$ cat src/rtl/mc_ctrl_pkg.sv
// Package: shared state indices, select encodings, ALU operation codes,
// instruction classes and the bundled control-word type of the sequencer.
// Assumes a 6-bit opcode and a 6-bit function field in their usual meaning.
package mc_ctrl_pkg;

    localparam int OPC_W = 6;
    localparam int FN_W  = 6;

    // One-hot state indices; the order is the bit order of the state port
    localparam int S_FETCH   = 0;
    localparam int S_DECODE  = 1;
    localparam int S_EX_ADDR = 2;
    localparam int S_EX_REG  = 3;
    localparam int S_EX_IMM  = 4;
    localparam int S_EX_BR   = 5;
    localparam int S_MEM_RD  = 6;
    localparam int S_MEM_WR  = 7;
    localparam int S_WB_LOAD = 8;
    localparam int S_WB_REG  = 9;
    localparam int S_WB_IMM  = 10;
    localparam int N_ST      = 11;

    typedef logic [N_ST-1:0] st_vec_t;

    // Opcode values
    localparam logic [5:0] OP_REG   = 6'h00;
    localparam logic [5:0] OP_LOAD  = 6'h23;
    localparam logic [5:0] OP_STORE = 6'h2B;
    localparam logic [5:0] OP_BEQ   = 6'h04;
    localparam logic [5:0] OP_JUMP  = 6'h02;
    localparam logic [5:0] OP_ADDI  = 6'h08;

    // Function field values
    localparam logic [5:0] FN_ADD = 6'h20;
    localparam logic [5:0] FN_SUB = 6'h22;
    localparam logic [5:0] FN_AND = 6'h24;
    localparam logic [5:0] FN_OR  = 6'h25;
    localparam logic [5:0] FN_SLT = 6'h2A;

    typedef enum logic [2:0] {
        ALU_ADD = 3'd0,
        ALU_SUB = 3'd1,
        ALU_AND = 3'd2,
        ALU_OR  = 3'd3,
        ALU_SLT = 3'd4
    } alu_op_e;

    typedef enum logic [2:0] {
        CL_REG, CL_LOAD, CL_STORE, CL_BEQ, CL_JUMP, CL_ADDI, CL_BAD
    } instr_class_e;

    // Mux select encodings
    localparam logic [1:0] PCS_ALU  = 2'd0;
    localparam logic [1:0] PCS_RES  = 2'd1;
    localparam logic [1:0] PCS_JMP  = 2'd2;
    localparam logic [1:0] ALUB_B   = 2'd0;
    localparam logic [1:0] ALUB_FOUR = 2'd1;
    localparam logic [1:0] ALUB_IMM = 2'd2;
    localparam logic [1:0] ALUB_IMM4 = 2'd3;
    localparam logic       ADDR_PC  = 1'b0;
    localparam logic       ADDR_RES = 1'b1;
    localparam logic       ALUA_PC  = 1'b0;
    localparam logic       ALUA_A   = 1'b1;
    localparam logic       DST_RT   = 1'b0;
    localparam logic       DST_RD   = 1'b1;
    localparam logic       WD_RES   = 1'b0;
    localparam logic       WD_MDR   = 1'b1;

    typedef struct packed {
        logic       pc_we;
        logic       ir_we;
        logic       a_we;
        logic       b_we;
        logic       res_we;
        logic       mdr_we;
        logic       mem_we;
        logic       rf_we;
        logic       dst_sel;
        logic       wdata_sel;
        logic [1:0] pc_src;
        logic       addr_sel;
        logic       alua_sel;
        logic [1:0] alub_sel;
        alu_op_e    alu_op;
    } ctl_t;

endpackage

$ cat src/rtl/mc_ctrl_decode.sv
// Module: instruction classifier. Maps the opcode to an instruction class and
// the function field to an ALU operation for register-type instructions.
// Assumes both fields are held stable by the instruction register after fetch.
module mc_ctrl_decode
    import mc_ctrl_pkg::*;
#(
    parameter int OPC_W = mc_ctrl_pkg::OPC_W,
    parameter int FN_W  = mc_ctrl_pkg::FN_W
) (
    input  logic [OPC_W-1:0] opcode,
    input  logic [FN_W-1:0]  funct,
    output instr_class_e     cls,
    output alu_op_e          fn_op
);

    // Classify the opcode; anything unlisted is marked bad
    always_comb begin
        unique case (opcode)
            OPC_W'(OP_REG):   cls = CL_REG;
            OPC_W'(OP_LOAD):  cls = CL_LOAD;
            OPC_W'(OP_STORE): cls = CL_STORE;
            OPC_W'(OP_BEQ):   cls = CL_BEQ;
            OPC_W'(OP_JUMP):  cls = CL_JUMP;
            OPC_W'(OP_ADDI):  cls = CL_ADDI;
            default:          cls = CL_BAD;
        endcase
    end

    // Map the function field to an ALU operation, add by default
    always_comb begin
        unique case (funct)
            FN_W'(FN_SUB): fn_op = ALU_SUB;
            FN_W'(FN_AND): fn_op = ALU_AND;
            FN_W'(FN_OR):  fn_op = ALU_OR;
            FN_W'(FN_SLT): fn_op = ALU_SLT;
            default:       fn_op = ALU_ADD;
        endcase
    end

endmodule

$ cat src/rtl/mc_ctrl_state.sv
// Module: one-hot state register and next-state logic. Each instruction class
// leaves the shared fetch/decode front end for its own execute, memory and
// write-back path. Assumes the class is valid from the decode state onward.
module mc_ctrl_state
    import mc_ctrl_pkg::*;
(
    input  logic         clk,
    input  logic         rst_n,
    input  instr_class_e cls,
    output st_vec_t      state_q
);

    localparam st_vec_t ONE_FETCH = st_vec_t'(1) << S_FETCH;

    st_vec_t state_d;

    // Compute the successor of the single active state bit
    always_comb begin
        state_d = '0;
        if (state_q[S_FETCH]) state_d[S_DECODE] = 1'b1;
        if (state_q[S_DECODE]) begin
            case (cls)
                CL_REG:            state_d[S_EX_REG]  = 1'b1;
                CL_LOAD, CL_STORE: state_d[S_EX_ADDR] = 1'b1;
                CL_ADDI:           state_d[S_EX_IMM]  = 1'b1;
                CL_BEQ:            state_d[S_EX_BR]   = 1'b1;
                default:           state_d[S_FETCH]   = 1'b1;
            endcase
        end
        if (state_q[S_EX_ADDR]) begin
            if (cls == CL_STORE) state_d[S_MEM_WR] = 1'b1;
            else                 state_d[S_MEM_RD] = 1'b1;
        end
        if (state_q[S_EX_REG])  state_d[S_WB_REG]  = 1'b1;
        if (state_q[S_EX_IMM])  state_d[S_WB_IMM]  = 1'b1;
        if (state_q[S_MEM_RD])  state_d[S_WB_LOAD] = 1'b1;
        if (state_q[S_EX_BR] || state_q[S_MEM_WR] || state_q[S_WB_LOAD] ||
            state_q[S_WB_REG] || state_q[S_WB_IMM])
            state_d[S_FETCH] = 1'b1;
    end

    // Hold the state, forcing fetch on synchronous reset
    always_ff @(posedge clk) begin
        if (!rst_n) state_q <= ONE_FETCH;
        else        state_q <= state_d;
    end

    // reset always lands in fetch
    a_r1_reset_fetch: assert property (@(posedge clk)
        !rst_n |=> state_q == ONE_FETCH);

    // exactly one state bit is active
    a_r2_onehot: assert property (@(posedge clk) disable iff (!rst_n)
        $countones(state_q) == 1);

    // fetch is always followed by decode
    a_r3_fetch_to_decode: assert property (@(posedge clk) disable iff (!rst_n)
        state_q[S_FETCH] |=> state_q[S_DECODE]);

    // jump and unknown opcodes end in decode
    a_r5_jump_ends: assert property (@(posedge clk) disable iff (!rst_n)
        (state_q[S_DECODE] && (cls == CL_JUMP || cls == CL_BAD)) |=> state_q[S_FETCH]);

endmodule

$ cat src/rtl/mc_ctrl_outputs.sv
// Module: control-word generator. Produces every datapath control line from
// the one-hot state, the instruction class, the function-field ALU operation
// and the operand-equal flag. Unused lines in a state stay at zero.
module mc_ctrl_outputs
    import mc_ctrl_pkg::*;
(
    input  logic         clk,
    input  logic         rst_n,
    input  st_vec_t      state_q,
    input  instr_class_e cls,
    input  alu_op_e      fn_op,
    input  logic         opnd_equal,
    output ctl_t         ctl
);

    // Build the control word for the active state
    always_comb begin
        ctl = '0;
        if (state_q[S_FETCH]) begin
            ctl.ir_we    = 1'b1;
            ctl.pc_we    = 1'b1;
            ctl.addr_sel = ADDR_PC;
            ctl.alua_sel = ALUA_PC;
            ctl.alub_sel = ALUB_FOUR;
            ctl.pc_src   = PCS_ALU;
            ctl.alu_op   = ALU_ADD;
        end
        if (state_q[S_DECODE]) begin
            if (cls == CL_JUMP) begin
                ctl.pc_we  = 1'b1;
                ctl.pc_src = PCS_JMP;
            end else begin
                ctl.a_we = 1'b1;
                ctl.b_we = 1'b1;
                if (cls == CL_BEQ) begin
                    ctl.res_we   = 1'b1;
                    ctl.alua_sel = ALUA_PC;
                    ctl.alub_sel = ALUB_IMM4;
                    ctl.alu_op   = ALU_ADD;
                end
            end
        end
        if (state_q[S_EX_ADDR] || state_q[S_EX_IMM]) begin
            ctl.res_we   = 1'b1;
            ctl.alua_sel = ALUA_A;
            ctl.alub_sel = ALUB_IMM;
            ctl.alu_op   = ALU_ADD;
        end
        if (state_q[S_EX_REG]) begin
            ctl.res_we   = 1'b1;
            ctl.alua_sel = ALUA_A;
            ctl.alub_sel = ALUB_B;
            ctl.alu_op   = fn_op;
        end
        if (state_q[S_EX_BR]) begin
            ctl.alua_sel = ALUA_A;
            ctl.alub_sel = ALUB_B;
            ctl.alu_op   = ALU_SUB;
            ctl.pc_src   = PCS_RES;
            ctl.pc_we    = opnd_equal;
        end
        if (state_q[S_MEM_RD]) begin
            ctl.addr_sel = ADDR_RES;
            ctl.mdr_we   = 1'b1;
        end
        if (state_q[S_MEM_WR]) begin
            ctl.addr_sel = ADDR_RES;
            ctl.mem_we   = 1'b1;
        end
        if (state_q[S_WB_LOAD]) begin
            ctl.rf_we     = 1'b1;
            ctl.dst_sel   = DST_RT;
            ctl.wdata_sel = WD_MDR;
        end
        if (state_q[S_WB_REG]) begin
            ctl.rf_we     = 1'b1;
            ctl.dst_sel   = DST_RD;
            ctl.wdata_sel = WD_RES;
        end
        if (state_q[S_WB_IMM]) begin
            ctl.rf_we     = 1'b1;
            ctl.dst_sel   = DST_RT;
            ctl.wdata_sel = WD_RES;
        end
    end

    // branch execute writes PC exactly when operands match
    a_r6_branch_pc: assert property (@(posedge clk) disable iff (!rst_n)
        state_q[S_EX_BR] |-> (ctl.pc_we == opnd_equal && ctl.pc_src == PCS_RES));

    // memory writes use the result address
    a_r13_mem_addr: assert property (@(posedge clk) disable iff (!rst_n)
        ctl.mem_we |-> ctl.addr_sel == ADDR_RES);

    // instruction loads use the PC address
    a_r13_ir_addr: assert property (@(posedge clk) disable iff (!rst_n)
        ctl.ir_we |-> ctl.addr_sel == ADDR_PC);

    // never write memory and register file together
    a_r13_no_dual_write: assert property (@(posedge clk) disable iff (!rst_n)
        !(ctl.mem_we && ctl.rf_we));

    // a store never writes the register file
    a_r8_store_no_rf: assert property (@(posedge clk) disable iff (!rst_n)
        (cls == CL_STORE && !state_q[S_FETCH]) |-> !ctl.rf_we);

endmodule

$ cat src/rtl/mc_ctrl_fsm.sv
// Module: top of the multi-cycle control sequencer. Ties the classifier, the
// one-hot state machine and the control-word generator together and spreads
// the control word onto individual ports. Assumes opcode and funct come from
// the instruction register and opnd_equal from the datapath comparator.
module mc_ctrl_fsm
    import mc_ctrl_pkg::*;
#(
    parameter int OPC_W = mc_ctrl_pkg::OPC_W,
    parameter int FN_W  = mc_ctrl_pkg::FN_W
) (
    input  logic             clk,
    input  logic             rst_n,
    input  logic [OPC_W-1:0] opcode,
    input  logic [FN_W-1:0]  funct,
    input  logic             opnd_equal,
    output logic [N_ST-1:0]  state,
    output logic             pc_we,
    output logic             ir_we,
    output logic             a_we,
    output logic             b_we,
    output logic             res_we,
    output logic             mdr_we,
    output logic             mem_we,
    output logic             rf_we,
    output logic             rf_dst_sel,
    output logic             rf_wdata_sel,
    output logic [1:0]       pc_src_sel,
    output logic             mem_addr_sel,
    output logic             alu_a_sel,
    output logic [1:0]       alu_b_sel,
    output logic [2:0]       alu_op
);

    instr_class_e cls;
    alu_op_e      fn_op;
    st_vec_t      state_q;
    ctl_t         ctl;

    mc_ctrl_decode #(.OPC_W(OPC_W), .FN_W(FN_W)) u_decode (
        .opcode (opcode),
        .funct  (funct),
        .cls    (cls),
        .fn_op  (fn_op)
    );

    mc_ctrl_state u_state (
        .clk     (clk),
        .rst_n   (rst_n),
        .cls     (cls),
        .state_q (state_q)
    );

    mc_ctrl_outputs u_outputs (
        .clk        (clk),
        .rst_n      (rst_n),
        .state_q    (state_q),
        .cls        (cls),
        .fn_op      (fn_op),
        .opnd_equal (opnd_equal),
        .ctl        (ctl)
    );

    // Spread the control word onto the ports
    always_comb begin
        state        = state_q;
        pc_we        = ctl.pc_we;
        ir_we        = ctl.ir_we;
        a_we         = ctl.a_we;
        b_we         = ctl.b_we;
        res_we       = ctl.res_we;
        mdr_we       = ctl.mdr_we;
        mem_we       = ctl.mem_we;
        rf_we        = ctl.rf_we;
        rf_dst_sel   = ctl.dst_sel;
        rf_wdata_sel = ctl.wdata_sel;
        pc_src_sel   = ctl.pc_src;
        mem_addr_sel = ctl.addr_sel;
        alu_a_sel    = ctl.alua_sel;
        alu_b_sel    = ctl.alub_sel;
        alu_op       = ctl.alu_op;
    end

endmodule

$ cat config.mk
export PLATFORM = sky130hd
export DESIGN_NAME = mc_ctrl_fsm
export DESIGN_NICKNAME = d
export VERILOG_FILES = /design/src/rtl/mc_ctrl_pkg.sv /design/src/rtl/mc_ctrl_decode.sv /design/src/rtl/mc_ctrl_state.sv /design/src/rtl/mc_ctrl_outputs.sv /design/src/rtl/mc_ctrl_fsm.sv
export SDC_FILE = /design/constraint.sdc
export NUM_CORES = 1
export LEC_CHECK = 0
export BUFFER_PORTS_ARGS = -buffer_cell sky130_fd_sc_hd__buf_2
export CORE_MARGIN = 4
export CORE_UTILIZATION = 40
export DETAILED_ROUTE_END_ITERATION = 10
export PLACE_DENSITY_LB_ADDON = 0.08
export SLEW_MARGIN = 20
export SYNTH_ARGS = -nofsm -noshare
export SYNTH_HDL_FRONTEND = slang
export SYNTH_SLANG_ARGS = --single-unit
$ cat constraint.sdc
create_clock -name clk -period 2.31 [get_ports clk]
set_clock_uncertainty 0.1 [all_clocks]
set_input_delay 0 -clock clk [delete_from_list [all_inputs] [get_ports clk]]
set_output_delay 0 -clock clk [all_outputs]
set_load 0.03 [all_outputs]
==> summary.txt <==
Placed design
  – DP HPWL: about 1200 um
  – GPL Wtd Cong: 0.7236
  – Port Buffer Count: 44
  – Dpl cells: roughly 120
  – Dpl ws: 696.9 ps

STA
  – Final worst setup slack: 148.8 ps
  – Final slew viol count: 0
  – Worst slew pin tran: roughly 660 ps
  – RSZ-0062 raised after global routing: no
  – Setup TNS: 0 ps
  – Final setup violation count: 0
  – Final hold violations: 0
  – Post-route minimum period: 2161 ps
  – Fin crit share: 93.56%
  – Slew margin rel.: 55.82%
  – FMAX: 0.4627 GHz

Outcome
  – Status: finished, final reports clean

Final layout
  – Non-filler cells, final: around 140
  – Nets: 139
  – Max FFs per register: 11
  – Biggest regs: u_state.state_q: 11 flops
  – Fillcell total: 127
  – Sequential Area: about 220 um2
  – Layout area overhead: 56.22%
  – Area taken by multi-input logic gates: 310.3 um2
  – Ant diodes: 0
  – Fin util: roughly two thirds
  – Layout cells sized above 1: 39.84%
  – Largest Register: u_state.state_q

Clock network
  – H-tree Lvls: 1
  – CTS Buf Count: 3
  – Clk Latency, worst-skew pair: roughly 270 ps
  – Postcts setup bufs: 0
  – Resize count post-CTS: 0
  – # hold bufs at CTS: 10
  – CTS max path bufs: 2
  – Worst-path clk slew: 70 ps
  – Clock tree from TritonCTS: built
  – Clock tree sinks: 11
  – Root buf cell: clkbuf_4

Setup path
  – Worst path slowest cell: dlygate4sd3_1
  – Most frequent CP cell: dlygate4sd3_1
  – Crit-path max cell delay: approximately 570 ps
  – Sum of buffers and inverters on the critical path: 4
  – Arrival @ worst endpoint: 2270 ps
  – CP cell instances: dlygate4sd3_1 -> buf_2 -> a211o_1 -> dlygate4sd3_1 -> nor3_1 -> dlygate4sd3_1
  – Worst-path maximum fanout: 7
  – Crit. End Element: register
  – Type of element launching the critical path: primary input
  – WP data required: 2420 ps
  – FF-to-FF path depth: 3
  – Cell family with the largest share of critical-path delay: buffers and inverters
  – Levels on crit path: 6
  – Critical path type: in -> reg

Global routing
  – Tot GR Track Use: 19.18%
  – Vias in the first global route: 663
  – First-pass GRT wire length: 2946 um
  – Largest net degree at the start of global routing: 11
  – Initial antenna violation count: 0
  – Gr ovfl total: 0

Detailed routing
  – DRT Pass-1 Iters: 4
  – Final antenna-violating net count: 0
  – WL final: 1797 um
  – WL per Instance: 13.02 um
  – DRC errors left: 0
  – Vias per cell: about 5.3
  – Total number of vias: 728
  – DR iter-0 viols: 29

Die
  – Die Y: 46.18 um
  – Die area: 2133 um2
  – Initial Utilization: 43.71%
  – Row count: 13
  – Core region area: 1334 um2
  – Die W: 46.18 um
  – I/O Pins: 45

Synth
  – Fraction of registers with async set or reset after synthesis: 0%
  – Synthesized area: 583.1 um2
  – #FFs+latches synth: 11
  – Synth warn: 0
  – Syn nets: 85
  – Number of flops mapped to enable cells by yosys: 0
  – Avg Inst Size Synth: 8.329 um2
  – Cells after synthesis: 70
  – Ys flop type: dfxtp_1
  – Register area share after synthesis: between 30% and 40%
  – Synth cell types: 28

Hold path
  – Worst min path class: in -> reg
  – Worst Hold Depth: 3

Power
  – Leak: 0.4930 nW
  – P per Cell Area: 452.2 nW/um2
  – Worst IR Drop VDD: 0.4898 mV

Flow run
  – Max-cap violations: 0
==> synth_stat cells, types with 3 or more instances <==
master	n	area [um2]
nor2_1	7	26.28
nand3_1	3	15.01
and2_1	4	25.02
buf_4	5	37.54
nor4_1	3	18.77
dfxtp_1	11	220.2
nor3_1	6	30.03
inv_1	4	15.01
==> routing by layer <==
layer	vias to the layer above	global-route usage (%)	routed length, um
met5	-	0	0
met2	44	32.97	871
met4	0	3.409	8
met1	322	23.43	707
met3	2	5.859	209
li1	360	-	-
==> final cells by class <==
| class | instances | area share, % |
|---|---|---|
| flip-flops and latches | 11 | 24.18 |
| well taps | 15 | 2.060 |
| inverters | 4 | 1.648 |
| clock buffers | 4 | 2.885 |
| repair buffers | 54 | 35.16 |
| multi-input cells | 50 | 34.07 |
==> through the flow <==
step           total power (W)  hold WS [ps]  area, um2
2_1_floorplan        0.0002435        -10.61      583.1
3_3_place_gp         0.0002730         178.9      784.5
3_5_place_dp         0.0002737         176.3      784.5
4_1_cts              0.0004125         33.14      910.9
5_1_grt              0.0004346         61.09      910.9
6_report             0.0004119         46.32      910.9
==> placed cells by master (no fill, tap or decap), types with 2 or more instances in the layout <==
master          n
nand2_1         2
clkbuf_4        3
nor3_1          6
nand3b_1        2
a31oi_1         2
and4_1          2
dfxtp_1        11
and2_1          4
nand3_1         3
dlygate4sd3_1  10
nor2_1          7
buf_2          44
inv_1           4
nor2b_1         2
a21oi_1         2
nor4_1          3
nand2b_1        2
==> power breakdown <==
group          internal (W)  switching, W  leakage [nW]   total, W
sequential         0.000192    0.00000505        0.0893   0.000197
combinational     0.0000320     0.0000485         0.389  0.0000806
clock             0.0000669     0.0000670        0.0150   0.000134
total              0.000291      0.000121         0.493   0.000412
==> worst register-to-register path, stage by stage, from the launching register on <==
cell	delay (ps)
dfxtp_1	330
or3_4	390
or4b_1	520
a41o_1	210
==> final timing paths <==
path | slack [ps] | from | endpoint
setup reg to reg | 670 | u_state.state_q[9] | u_state.state_q[0]
setup / recovery | 150 | opcode[3] | u_state.state_q[4]
hold / removal | 50 | opcode[4] | u_state.state_q[3]
hold reg to reg | 410 | u_state.state_q[6] | u_state.state_q[8]
==> logic make-up after synthesis <==
logic type	Yosys count	synth area share, %
DFF	11	37.77
AOI/OAI and AO/OA	9	11.37
buffers and inverters	9	9.013
and+or+nand+nor	41	41.85
Power figures use the tool's default switching activity.
